### config.mk
export PLATFORM = sky130hd
export DESIGN_NAME = ifetch_unit
export DESIGN_NICKNAME = d
export VERILOG_FILES = /design/src/rtl/ifetch_pkg.sv /design/src/rtl/ifetch_align_chk.sv /design/src/rtl/ifetch_half_kind.sv /design/src/rtl/ifetch_seq.sv /design/src/rtl/ifetch_unit.sv
export SDC_FILE = /design/constraint.sdc
export NUM_CORES = 1
export LEC_CHECK = 0
export ABC_AREA = 1
export BUFFER_PORTS_ARGS = -buffer_cell sky130_fd_sc_hd__buf_2
export CORE_MARGIN = 5
export CORE_UTILIZATION = 56
export DETAILED_ROUTE_END_ITERATION = 7
export GPL_ROUTABILITY_DRIVEN = 1
export GPL_TIMING_DRIVEN = 0
export PLACE_DENSITY = 0.86
export SKIP_CTS_REPAIR_TIMING = 1
export SYNTH_ARGS = -nofsm -noshare
export SYNTH_HDL_FRONTEND = slang
export SYNTH_SLANG_ARGS = --single-unit
### constraint.sdc
create_clock -name clk -period 3.04 [get_ports clk]
set_input_delay 0.152 -clock clk [delete_from_list [all_inputs] [get_ports clk]]
set_output_delay 0.152 -clock clk [all_outputs]
set_load 0.05 [all_outputs]
### src/rtl/ifetch_pkg.sv
package ifetch_pkg;

    localparam int unsigned HALF_W = 16;
    localparam int unsigned WORD_W = 32;

    localparam int unsigned EXC_MISALIGNED   = 0;
    localparam int unsigned EXC_ACCESS_FAULT = 1;

    typedef enum logic [1:0] {
        TAG_BASE = 2'b00,
        TAG_HALF = 2'b01,
        TAG_ERR  = 2'b10
    } fetch_tag_e;

    typedef enum logic [2:0] {
        ST_IDLE,
        ST_XLATE_LO,
        ST_READ_LO,
        ST_XLATE_HI,
        ST_READ_HI,
        ST_DONE
    } fetch_state_e;

endpackage

### src/rtl/ifetch_align_chk.sv
module ifetch_align_chk #(
    parameter int unsigned AW = 32
) (
    input  logic [AW-1:0] pc_i,
    input  logic          half_en_i,
    output logic          misaligned_o
);
    // Byte-odd addresses never fetch; halfword-odd ones only when compressed is on.
    assign misaligned_o = pc_i[0] | (pc_i[1] & ~half_en_i);
endmodule

### src/rtl/ifetch_half_kind.sv
module ifetch_half_kind
    import ifetch_pkg::*;
(
    input  logic [HALF_W-1:0] hw_i,
    output logic              needs_upper_o
);
    // Both low bits set marks the first half of a 32-bit encoding.
    assign needs_upper_o = &hw_i[1:0];
endmodule

### src/rtl/ifetch_seq.sv
module ifetch_seq
    import ifetch_pkg::*;
(
    input  logic         clk,
    input  logic         rst_n,
    input  logic         start_i,
    input  logic         misaligned_i,
    input  logic         xl_valid_i,
    input  logic         xl_fault_i,
    input  logic         mem_valid_i,
    input  logic         mem_err_i,
    input  logic         needs_upper_i,
    output fetch_state_e state_o
);
    fetch_state_e state_q, state_d;

    always_ff @(posedge clk) begin
        if (!rst_n) state_q <= ST_IDLE;
        else        state_q <= state_d;
    end

    always_comb begin
        state_d = state_q;
        unique case (state_q)
            ST_IDLE:
                if (start_i) state_d = misaligned_i ? ST_DONE : ST_XLATE_LO;
            ST_XLATE_LO:
                if (xl_valid_i) state_d = xl_fault_i ? ST_DONE : ST_READ_LO;
            ST_READ_LO:
                if (mem_valid_i)
                    state_d = (mem_err_i || !needs_upper_i) ? ST_DONE : ST_XLATE_HI;
            ST_XLATE_HI:
                if (xl_valid_i) state_d = xl_fault_i ? ST_DONE : ST_READ_HI;
            ST_READ_HI:
                if (mem_valid_i) state_d = ST_DONE;
            ST_DONE:
                state_d = ST_IDLE;
            default:
                state_d = ST_IDLE;
        endcase
    end

    assign state_o = state_q;
endmodule

### src/rtl/ifetch_unit.sv
module ifetch_unit
    import ifetch_pkg::*;
#(
    parameter int unsigned AW = 32,
    parameter int unsigned EW = 5
) (
    input  logic          clk,
    input  logic          rst_n,
    input  logic          start,
    input  logic [AW-1:0] pc,
    input  logic          half_en,
    output logic          busy,
    output logic          done,
    output logic [1:0]    res_tag,
    output logic [31:0]   res_insn,
    output logic [EW-1:0] res_exc,
    output logic [AW-1:0] res_addr,
    output logic          xl_req,
    output logic [AW-1:0] xl_vaddr,
    input  logic          xl_rsp_valid,
    input  logic          xl_rsp_fault,
    input  logic [EW-1:0] xl_rsp_exc,
    input  logic [AW-1:0] xl_rsp_paddr,
    output logic          mem_req,
    output logic [AW-1:0] mem_addr,
    input  logic          mem_rsp_valid,
    input  logic          mem_rsp_err,
    input  logic [15:0]   mem_rsp_data
);
    localparam logic [AW-1:0]  HALF_STEP = AW'(2);
    localparam logic [EW-1:0]  CODE_MIS  = EW'(EXC_MISALIGNED);
    localparam logic [EW-1:0]  CODE_ACC  = EW'(EXC_ACCESS_FAULT);

    fetch_state_e      state;
    logic              misaligned;
    logic              needs_upper;
    logic [AW-1:0]     pc_q;
    logic [AW-1:0]     pc_hi;
    logic [AW-1:0]     paddr_q;
    logic [HALF_W-1:0] lo_q;
    fetch_tag_e        tag_q;
    logic [WORD_W-1:0] insn_q;
    logic [EW-1:0]     exc_q;
    logic [AW-1:0]     addr_q;

    ifetch_align_chk #(.AW(AW)) u_align (
        .pc_i         (pc),
        .half_en_i    (half_en),
        .misaligned_o (misaligned)
    );

    ifetch_half_kind u_kind (
        .hw_i          (mem_rsp_data),
        .needs_upper_o (needs_upper)
    );

    ifetch_seq u_seq (
        .clk           (clk),
        .rst_n         (rst_n),
        .start_i       (start),
        .misaligned_i  (misaligned),
        .xl_valid_i    (xl_rsp_valid),
        .xl_fault_i    (xl_rsp_fault),
        .mem_valid_i   (mem_rsp_valid),
        .mem_err_i     (mem_rsp_err),
        .needs_upper_i (needs_upper),
        .state_o       (state)
    );

    assign pc_hi = pc_q + HALF_STEP;

    // Datapath: capture addresses, the low half and the result record.
    always_ff @(posedge clk) begin
        if (!rst_n) begin
            pc_q    <= '0;
            paddr_q <= '0;
            lo_q    <= '0;
            tag_q   <= TAG_BASE;
            insn_q  <= '0;
            exc_q   <= '0;
            addr_q  <= '0;
        end else begin
            unique case (state)
                ST_IDLE: begin
                    if (start) begin
                        pc_q <= pc;
                        if (misaligned) begin
                            tag_q  <= TAG_ERR;
                            insn_q <= '0;
                            exc_q  <= CODE_MIS;
                            addr_q <= pc;
                        end
                    end
                end
                ST_XLATE_LO: begin
                    if (xl_rsp_valid) begin
                        if (xl_rsp_fault) begin
                            tag_q  <= TAG_ERR;
                            insn_q <= '0;
                            exc_q  <= xl_rsp_exc;
                            addr_q <= pc_q;
                        end else begin
                            paddr_q <= xl_rsp_paddr;
                        end
                    end
                end
                ST_READ_LO: begin
                    if (mem_rsp_valid) begin
                        if (mem_rsp_err) begin
                            tag_q  <= TAG_ERR;
                            insn_q <= '0;
                            exc_q  <= CODE_ACC;
                            addr_q <= pc_q;
                        end else begin
                            lo_q <= mem_rsp_data;
                            if (!needs_upper) begin
                                tag_q  <= TAG_HALF;
                                insn_q <= {{(WORD_W-HALF_W){1'b0}}, mem_rsp_data};
                                exc_q  <= '0;
                                addr_q <= '0;
                            end
                        end
                    end
                end
                ST_XLATE_HI: begin
                    if (xl_rsp_valid) begin
                        if (xl_rsp_fault) begin
                            tag_q  <= TAG_ERR;
                            insn_q <= '0;
                            exc_q  <= xl_rsp_exc;
                            addr_q <= pc_hi;
                        end else begin
                            paddr_q <= xl_rsp_paddr;
                        end
                    end
                end
                ST_READ_HI: begin
                    if (mem_rsp_valid) begin
                        if (mem_rsp_err) begin
                            tag_q  <= TAG_ERR;
                            insn_q <= '0;
                            exc_q  <= CODE_ACC;
                            addr_q <= pc_hi;
                        end else begin
                            tag_q  <= TAG_BASE;
                            insn_q <= {mem_rsp_data, lo_q};
                            exc_q  <= '0;
                            addr_q <= '0;
                        end
                    end
                end
                ST_DONE: ;
                default: ;
            endcase
        end
    end

    // Outputs decoded from the state.
    always_comb begin
        xl_req   = (state == ST_XLATE_LO) || (state == ST_XLATE_HI);
        xl_vaddr = (state == ST_XLATE_HI) ? pc_hi : pc_q;
        mem_req  = (state == ST_READ_LO) || (state == ST_READ_HI);
        mem_addr = paddr_q;
        busy     = (state != ST_IDLE);
        done     = (state == ST_DONE);
        res_tag  = tag_q;
        res_insn = insn_q;
        res_exc  = exc_q;
        res_addr = addr_q;
    end

    // a misaligned start completes at once with the misaligned code
    a_r1_misaligned_fast: assert property (@(posedge clk) disable iff (!rst_n)
        (!busy && start && misaligned) |=> (done && res_tag == TAG_ERR && res_exc == CODE_MIS));

    // a read only begins straight after a translation
    a_r3_read_after_xlate: assert property (@(posedge clk) disable iff (!rst_n)
        $rose(mem_req) |-> $past(xl_req));

    // compressed results carry a zero upper half and non-11 low bits
    a_r4_half_shape: assert property (@(posedge clk) disable iff (!rst_n)
        (done && res_tag == TAG_HALF) |-> (res_insn[31:16] == 16'h0 && res_insn[1:0] != 2'b11));

    // a full word always has 11 in its low bits
    a_r5_word_shape: assert property (@(posedge clk) disable iff (!rst_n)
        (done && res_tag == TAG_BASE) |-> (res_insn[1:0] == 2'b11));

    // done is a single-cycle pulse and the tag is one of three codes
    a_r8_done_pulse: assert property (@(posedge clk) disable iff (!rst_n)
        done |=> (!done && !busy));
    a_r8_tag_legal: assert property (@(posedge clk) disable iff (!rst_n)
        done |-> (res_tag != 2'b11));

    // requests are exclusive and held with stable addresses
    a_r9_exclusive: assert property (@(posedge clk) disable iff (!rst_n)
        !(xl_req && mem_req));
    a_r9_xl_hold: assert property (@(posedge clk) disable iff (!rst_n)
        (xl_req && !xl_rsp_valid) |=> (xl_req && $stable(xl_vaddr)));
    a_r9_mem_hold: assert property (@(posedge clk) disable iff (!rst_n)
        (mem_req && !mem_rsp_valid) |=> (mem_req && $stable(mem_addr)));
endmodule

==> impl_metrics.py, run 1 <==
metrics = {
    "synth": {
        "yosysTopAreaCell": "dfxtp_1",
        "yosysSeqAreaShare": 0.408,
        "synth_top_area_frac": 0.408,
        "synth_seq_cells": 154,
        "ys_types": 30,
        "avgSynthCellArea_sq_um": 6.46,
        "synth_area_sq_um": 7550,
        "synth_area_leaders": "dfxtp_1 41%, nor2_1 13%, nand2_1 13%, o21ai_0 10%, a21oi_1 6.2%",
        "syn_nets": 1264,
        "postSynthCellCount": 1168,
        "ys_warn_count": 0,
    },
    "job": {
        "max_cap_viol_count": 0,
    },
    "route": {
        "antenna_left": 0,
        "wl_per_cell_microns": 16.6,
        "drt_wl_total_microns": 26900,
        "drc": 0,
        "route.met2.wl_microns": 12500,
        "via_per_inst": 5.54,
        "vias": 8986,
        "firstDrtPassIters": 5,
        "top_layer_used": "met5",
        "wl_met1_microns": 10700,
        "wl_met3_microns": 2910,
        "dr.first_iter.drc_count": 1046,
    },
    "run_status": {
        "violations": "hold timing",
        "status": "complete, but fails checks",
    },
    "clocking": {
        "clk_pin_slew_worst_paths_ps": 60,
        "cts_sinks": 154,
        "insertion_delay_ps": 440,
        "cts_buffers": 17,
        "root_buffer": "clkbuf_16",
        "htreeDepth": 4,
        "cts.path.max_buffers": 2,
        "cts_tree": "done",
    },
    "floorplanning": {
        "die_area_sq_um": 15900,
        "die_h_microns": 126,
        "dieWidth_microns": 126,
        "rows": 42,
        "start_util": 0.570,
        "ios": 232,
        "core_sq_um": 13200,
    },
    "sta": {
        "tns_ps": 0,
        "setup_violations": 0,
        "skew_ps": 8.46,
        "maxSlewHeadroom": 0.478,
        "finalCritPeriodShare": 0.955,
        "worstMarginPinSlew_ps": 783,
        "rsz0062_at_grt": "no",
        "layout_min_cycle_time_ps": 2900,
        "holdWs_ps": -28.4,
        "finalHoldViolCount": 24,
        "report.final.slew_viol_count": 0,
        "timing.fmax_ghz": 0.345,
    },
    "grt": {
        "overflow": 0,
        "grt_pass1_wl_microns": 41200,
        "grt.total_usage": 0.322,
        "grt_max_degree": 17,
        "antenna_found_initial": 2,
        "grt_pass1_vias": 8046,
    },
    "final_layout": {
        "final_cell_area_sq_um": 9720,
        "final_cell_mix": "256 x nor2_1, 255 x nand2_1, 250 x buf_2",
        "fin_util": 0.734,
        "final_common_cell": "nor2_1",
        "diodes": 0,
        "syn_to_final_growth_pct": 28.8,
        "drive_gt1_frac": 0.210,
        "nNetsFinal": 1529,
    },
    "power": {
        "switching_power_w": 0.00628,
        "intPower_w": 0.00566,
        "p_clk_frac": 0.196,
        "switching_share": 0.526,
        "p_leak_nw": 4.52,
        "p_seq_frac": 0.262,
        "vdd.ir_drop.worst_uv": 746,
        "power_frac_comb": 0.542,
        "power.density_nw_per_um2": 1230,
    },
    "setup_path": {
        "worst_setup_path_end_kind": "primary output",
        "critPathMaxStageDelay_ps": 500,
        "crit_chain": "inv_1 -> nor2_1 -> nand2_1 -> nor2_1 -> nand2_1 -> nand2_1 -> nand3_1 -> o21ai_0 -> buf_2",
        "r2r-start": "u_seq.state_o[2]",
        "reg2regPathDepth": 6,
        "slowest_stage": "nor2_1",
        "critical_path_class": "reg2out",
        "r2r_slack_ps": 780,
        "cp_max_fo": 5,
        "required_ps": 2890,
        "r2r-end": "res_addr[5]",
        "cpMostUsedCell": "nand2_1",
        "cp-start-kind": "flop",
        "crit_arrival_ps": 2750,
    },
    "placed_design": {
        "post-dp-hpwl_microns": 19600,
        "io_buffer_count": 231,
        "place.gp.congestion": 1.04,
        "dpl_cell_area_sq_um": 8920,
    },
    "min_path": {
        "hold_end": "mem_addr[4]",
        "hold_depth": 3,
        "hold_class": "in2reg",
        "min_from": "xl_rsp_paddr[4]",
    },
}
-- power groups by stage --
stage / logic (W) / registers (W) / clock network (W)
floorplan: 0.00305 / 0.00474 / 0
global placement: 0.00627 / 0.00311 / 0
detailed placement: 0.00634 / 0.00314 / 0
CTS: 0.00638 / 0.00310 / 0.00235
global route: 0.00691 / 0.00321 / 0.00245
finish: 0.00647 / 0.00313 / 0.00234
-- cells in the mapped netlist --
cell and n:
nor2_2 1, nor2_4 2, nand3_1 46, buf_1 1, o21ai_0 158, nand4_1 1
o21ai_1 4, nand2_2 5, o2111ai_1 1, nand3b_1 5, inv_2 5, buf_4 5
clkbuf_1 38, clkinv_1 2, nand2_1 255, dfxtp_1 154, ha_1 3, nor2_1 256
o21a_1 1, nor3_4 1, o22ai_1 1, a21oi_1 94, o211ai_1 3, inv_1 79
xor2_1 16, buf_2 19, o21ai_2 1, nand3_4 1, a22oi_1 6, nor3_1 4
-- worst max path at each step --
| stage | startpoint | end | slack, ps |
|---|---|---|---|
| after detailed placement | pc_q[1] | xl_vaddr[18] | 690 |
| after floorplan | u_seq.state_o[2] | xl_vaddr[31] | 830 |
| after global routing | pc_q[1] | xl_vaddr[29] | 40 |
| after CTS | pc_q[1] | xl_vaddr[18] | 240 |
| after global placement | pc_q[1] | xl_vaddr[18] | 720 |
| final | pc_q[1] | xl_vaddr[18] | 140 |
-- flip-flops by register name, indices dropped and copies added, names as in the netlist --
register       flops
lo_q              16
mem_addr          32
pc_q              32
res_addr          32
res_exc            5
res_insn          32
res_tag            2
u_seq.state_o      3
-- logic make-up after synthesis --
logic type / synth area share
AND/OR/NAND/NOR: 0.305
AO/OA/AOI/OAI: 0.183
flip-flops: 0.408
buffers and inverters: 0.0797
XOR/XNOR: 0.0186
adder cells (fa/ha/maj): 0.00497
-- area by class of cell --
class	count	area, sq um
Multi-Input combinational cell	865	3860
Clock buffer	17	425
Sequential cell	154	3080
Tap cell	176	220
Inverter	86	323
Buffer	63	279
Timing Repair Buffer	246	1310
Fill cell	1116	3520
Clock inverter	15	220
-- metrics by stage --
stage | hold slack (ps) | std cells | power, W | setup WS (ps)
final | -28.4 | 1622 | 0.0119 | 138
after global routing | 1.24 | 1622 | 0.0126 | 42.2
after CTS | -36.4 | 1607 | 0.0118 | 240
after detailed placement | 408 | 1575 | 0.00948 | 691
after global placement | 398 | 1575 | 0.00939 | 719
after floorplan | 287 | 1168 | 0.00780 | 829
-- critical path, delay by kind of cell (launching register included) --
| kind | cells | cell delay [ps] |
|---|---|---|
| simple gates | 6 | 1270 |
| flops | 1 | 450 |
| compound gates | 1 | 150 |
| buf+inv | 2 | 450 |
-- routing by layer --
layer	up-vias	global-route usage
li1	4289	-
met1	4093	0.415
met2	520	0.519
met3	80	0.0876
met4	4	0.119
met5	-	0
Note: power is estimated with default switching activity, not from simulation.
==> run 2: changes to the inputs <==
BUFFER_PORTS_ARGS = -buffer_cell sky130_fd_sc_hd__buf_4   (was -buffer_cell sky130_fd_sc_hd__buf_2)
CELL_PAD_IN_SITES_DETAIL_PLACEMENT = 0   (was default)
CELL_PAD_IN_SITES_GLOBAL_PLACEMENT = 1   (was default)
CORE_UTILIZATION = 38   (was 56)
PLACE_DENSITY = default   (was 0.86)
PLACE_DENSITY_LB_ADDON = 0.1   (was default)
==> run 2 against run 1 <==
Against the previous run: the run still ends with hold timing left; hold slack worse by 5.6 ps; register-to-register slack worse by 50 ps; first-iteration DRC count is 49% lower; die area rose by 43%; sequential share of layout area decreased by 2.5 points; routed wire length increased by 5.5%; final area up 8.6%; core utilization fell by 19 points; global-route usage is 7.8 points lower; sequential power about the same; clock skew increased by 4.3 ps; critical endpoint is now xl_vaddr[20]; largest cell class unchanged; largest power group unchanged.
==> impl_metrics.py, run 2 (synthesized netlist as in run 1, its figures left out) <==
metrics = {
    "run_status": {
        "status": "complete, but fails checks",
        "violations": "hold timing",
    },
    "route": {
        "drc": 0,
        "dr.first_iter.drc_count": 530,
        "vias": 8555,
        "wl_per_cell_microns": 16.4,
        "drt_wl_total_microns": 28400,
        "via_per_inst": 4.95,
        "antenna_left": 0,
        "firstDrtPassIters": 5,
    },
    "final_layout": {
        "final_cell_area_sq_um": 10600,
        "syn_to_final_growth_pct": 39.8,
        "nNetsFinal": 1547,
        "fillers": 2071,
        "final_cell_mix": "256 x nor2_1, 255 x nand2_1, 236 x buf_4",
        "final_common_cell": "nor2_1",
        "drive_gt1_frac": 0.207,
        "multi_input_area_sq_um": 3860,
        "regArea_sq_um": 3080,
        "diodes": 0,
    },
    "placed_design": {
        "pre_cts_slack_ps": 697,
        "place.gp.congestion": 0.931,
        "io_buffer_count": 231,
        "dpl_cell_area_sq_um": 9610,
        "post-dp-hpwl_microns": 21500,
    },
    "floorplanning": {
        "die_h_microns": 151,
        "start_util": 0.387,
        "rows": 51,
        "ios": 232,
        "core_sq_um": 19500,
        "die_area_sq_um": 22800,
        "dieWidth_microns": 151,
    },
    "setup_path": {
        "cp_max_fo": 5,
        "crit_arrival_ps": 2730,
        "critPathMaxStageDelay_ps": 480,
        "required_ps": 2890,
        "r2r_slack_ps": 730,
        "cp.buffers_inverters": 2,
        "cp-start-kind": "flop",
        "slowest_stage": "nor2_1",
        "cpLargestDelayFamily": "simple AND/OR/NAND/NOR gates",
        "critical_path_class": "reg2out",
        "worst_setup_path_end_kind": "primary output",
        "crit_chain": "inv_1 -> nor2_1 -> nand2_1 -> nor2_1 -> nand2_1 -> nand2_1 -> nand3_1 -> o21ai_0 -> buf_4",
        "cpMostUsedCell": "nand2_1",
    },
    "power": {
        "power.total_w": 0.0122,
        "vdd.ir_drop.worst_uv": 571,
        "power.density_nw_per_um2": 1160,
        "p_leak_nw": 4.68,
    },
    "clocking": {
        "clk_pin_slew_worst_paths_ps": 70,
        "cts_tree": "done",
        "cts_buffers": 17,
        "insertion_delay_ps": 430,
        "cts_sinks": 154,
        "cts.path.max_buffers": 2,
        "root_buffer": "clkbuf_16",
        "htreeDepth": 4,
    },
    "sta": {
        "holdWs_ps": -34.1,
        "maxSlewHeadroom": 0.381,
        "setup_violations": 0,
        "rsz0062_at_grt": "no",
        "timing.fmax_ghz": 0.347,
        "layout_min_cycle_time_ps": 2880,
        "worstMarginPinSlew_ps": 928,
        "report.final.slew_viol_count": 0,
        "layout_setup_ws_ps": 156,
        "finalCritPeriodShare": 0.949,
        "skew_ps": 12.8,
        "finalHoldViolCount": 11,
        "tns_ps": 0,
    },
    "min_path": {
        "hold_class": "in2reg",
    },
    "grt": {
        "grt_pass1_wl_microns": 43100,
        "antenna_found_initial": 0,
        "grt.total_usage": 0.244,
        "overflow": 0,
        "grt_max_degree": 17,
        "grt_pass1_vias": 7938,
    },
    "job": {
        "max_cap_viol_count": 0,
    },
}
run 2: cell count changes in the layout (fill, tap and decap cells not counted), moves of 3 or more:
| cell | change |
|---|---|
| bufinv_16 | -3 |
| clkinv_2 | -4 |
| buf_2 | -231 |
| inv_6 | +3 |
| buf_4 | +231 |
| dlygate4sd3_1 | +18 |
| inv_8 | +4 |
run 2: metrics by stage:
step           std cells   util
3_5_place_dp        1664  0.492
6_report            1729  0.541
3_3_place_gp        1664  0.492
5_1_grt             1729  0.541
4_1_cts             1696  0.524
2_1_floorplan       1168      -
run 2: tightest hold or removal path, cell delays in order:
cell and delay [ps]:
buf_4 70, o21ai_0 70, nor2_1 80
run 2: area by class of cell:
cell class	instances	area share
Multi-Input combinational cell	865	0.366
Sequential cell	154	0.292
Timing Repair Buffer	264	0.196
Clock buffer	18	0.0416
Tap cell	265	0.0314
Inverter	86	0.0306
Buffer	63	0.0264
Clock inverter	14	0.0164
run 2: path summary, 6_finish.rpt:
kind	to	cells past startpoint	startpoint
worst max-delay path	xl_vaddr[20]	9	pc_q[1]
worst min-delay path	mem_addr[16]	3	xl_rsp_paddr[16]
worst max register to register	res_addr[18]	9	pc_q[1]
worst min register to register	lo_q[7]	2	lo_q[7]
run 2: metal layers:
layer  part of all wire  vias up  GRT usage
met5                  0        -          0
li1                   -     4314          -
met1               0.46     3914      0.348
met4              0.015        0     0.0644
met3              0.088       25     0.0652
met2               0.43      302      0.365
run 2: report_power, final:
group	internal [W]	total, W	leakage (nW)	switching [W]
Combinational	0.00195	0.00689	3.12	0.00495
Sequential	0.00267	0.00312	1.26	0.000451
Clock	0.00127	0.00224	0.296	0.000970
==> run 3: changes to the inputs <==
SETUP_SLACK_MARGIN = 0.2   (was default)
==> run 3 against run 2 <==
Against the previous run: clock-buffer cell count stayed put; largest cell class unchanged; the run still ends with hold timing left; combinational power barely moved; cell count unchanged; non-clock buffer count is the same.
==> impl_metrics.py, run 3 (synthesized netlist as in run 1, its figures left out) <==
metrics = {
    "grt": {
        "grtUsageMet3": 0.0652,
        "antenna_found_initial": 0,
        "grt.total_usage": 0.244,
        "grt_max_degree": 17,
        "busiest_layer": "met2",
        "overflow": 0,
        "grt_use_met2": 0.365,
        "met1_usage": 0.348,
        "grt_pass1_wl_microns": 43100,
        "grt_pass1_vias": 7938,
    },
    "route": {
        "drc": 0,
        "antenna_left": 0,
        "wl_per_cell_microns": 16.4,
        "vias": 8556,
        "firstDrtPassIters": 5,
        "drt_wl_total_microns": 28400,
        "dr.first_iter.drc_count": 514,
        "via_per_inst": 4.95,
    },
    "sta": {
        "holdWs_ps": -35.2,
        "finalCritPeriodShare": 0.906,
        "maxSlewHeadroom": 0.368,
        "rsz0062_at_grt": "yes",
        "setup_violations": 0,
        "finalHoldViolCount": 12,
        "timing.fmax_ghz": 0.363,
        "tns_ps": 0,
        "worstMarginPinSlew_ps": 948,
        "layout_min_cycle_time_ps": 2750,
        "report.final.slew_viol_count": 0,
        "skew_ps": 12.8,
    },
    "final_layout": {
        "final_cell_area_sq_um": 10600,
        "final_cell_mix": "255 x nand2_1, 250 x nor2_1, 236 x buf_4",
        "diodes": 0,
        "drive_gt1_frac": 0.211,
        "regArea_sq_um": 3080,
        "multi_input_area_sq_um": 3880,
        "nNetsFinal": 1547,
        "syn_to_final_growth_pct": 40.1,
        "fillers": 2072,
        "final_common_cell": "nand2_1",
    },
    "setup_path": {
        "critical_path_class": "reg2out",
        "r2r-end": "res_addr[5]",
        "cpLargestDelayFamily": "simple AND/OR/NAND/NOR gates",
        "slowest_stage": "dfxtp_1",
        "cp-start-kind": "flop",
        "reg2regPathDepth": 6,
        "cpMostUsedCell": "nand2_1",
        "required_ps": 2890,
        "crit_chain": "inv_1 -> nor2_1 -> nand2_1 -> nor2_2 -> xor2_1 -> nand2_1 -> o21ai_0 -> buf_4",
        "worst-path-stages": 8,
        "cp.buffers_inverters": 2,
        "r2r-start": "u_seq.state_o[2]",
        "critPathMaxStageDelay_ps": 430,
        "crit_arrival_ps": 2600,
        "cp_max_fo": 5,
        "worst_setup_path_end_kind": "primary output",
        "r2r_slack_ps": 740,
    },
    "job": {
        "max_cap_viol_count": 0,
    },
    "run_status": {
        "violations": "hold timing",
        "status": "complete, but fails checks",
    },
    "placed_design": {
        "post-dp-hpwl_microns": 21500,
        "dpl_cell_area_sq_um": 9610,
        "place.gp.congestion": 0.931,
        "io_buffer_count": 231,
    },
    "min_path": {
        "hold_depth": 3,
        "hold_class": "in2reg",
        "min_from": "xl_rsp_paddr[16]",
        "hold_end": "mem_addr[16]",
    },
    "clocking": {
        "cts.path.max_buffers": 2,
        "cts_buffers": 17,
        "cts_sinks": 154,
        "htreeDepth": 4,
        "clk_pin_slew_worst_paths_ps": 70,
        "cts_tree": "done",
        "root_buffer": "clkbuf_16",
        "insertion_delay_ps": 440,
    },
    "floorplanning": {
        "rows": 51,
        "dieWidth_microns": 151,
        "start_util": 0.387,
        "ios": 232,
        "die_area_sq_um": 22800,
        "die_h_microns": 151,
        "core_sq_um": 19500,
    },
    "power": {
        "power.density_nw_per_um2": 1160,
        "vdd.ir_drop.worst_uv": 572,
        "p_leak_nw": 4.68,
    },
}
run 3: cell count changes in the layout (fill, tap and decap cells not counted):
cell	before	now
nor2_1	256	250
nor2_2	1	6
nor2_4	2	3
run 3: through the flow:
step	hold slack [ps]	utilization	instances	setup slack (ps)	total power (W)
6_report	-35.2	0.542	1729	286	0.0123
5_1_grt	1.84	0.542	1729	113	0.0130
4_1_cts	-52.0	0.524	1696	220	0.0123
3_5_place_dp	401	0.492	1664	697	0.0100
3_3_place_gp	398	0.492	1664	588	0.00998
2_1_floorplan	287	-	1168	829	0.00780
run 3: area by class of cell:
class | count | area share
Tap cell | 265 | 0.0313
Inverter | 86 | 0.0305
Sequential cell | 154 | 0.291
Clock buffer | 18 | 0.0415
Multi-Input combinational cell | 865 | 0.367
Buffer | 63 | 0.0264
Timing Repair Buffer | 264 | 0.195
Clock inverter | 14 | 0.0163
run 3: power by group:
part | leakage [nW] | internal, W | total [W] | switching [W]
clock | 0.296 | 0.00127 | 0.00224 | 0.000974
sequential | 1.26 | 0.00267 | 0.00312 | 0.000451
combinational | 3.12 | 0.00195 | 0.00690 | 0.00495
total | 4.68 | 0.00588 | 0.0123 | 0.00638
run 3: worst max-delay path by stage:
| stage | to | from | slack, ps |
|---|---|---|---|
| CTS | xl_vaddr[20] | pc_q[1] | 220 |
| finish | xl_vaddr[10] | pc_q[1] | 290 |
| global route | xl_vaddr[18] | pc_q[1] | 110 |
| detailed placement | xl_vaddr[20] | pc_q[1] | 700 |
| global placement | xl_vaddr[20] | pc_q[1] | 590 |
| floorplan | xl_vaddr[31] | u_seq.state_o[2] | 830 |
run 3: per-layer routing:
metal	vias to the layer above	share of wire
li1	4313	-
met2	308	0.43
met4	0	0.014
met5	-	0
met3	26	0.091
met1	3909	0.46
run 3: tightest hold or removal path, stage by stage:
cell and delay, ps:
buf_4 70, o21ai_0 70, nor2_1 80
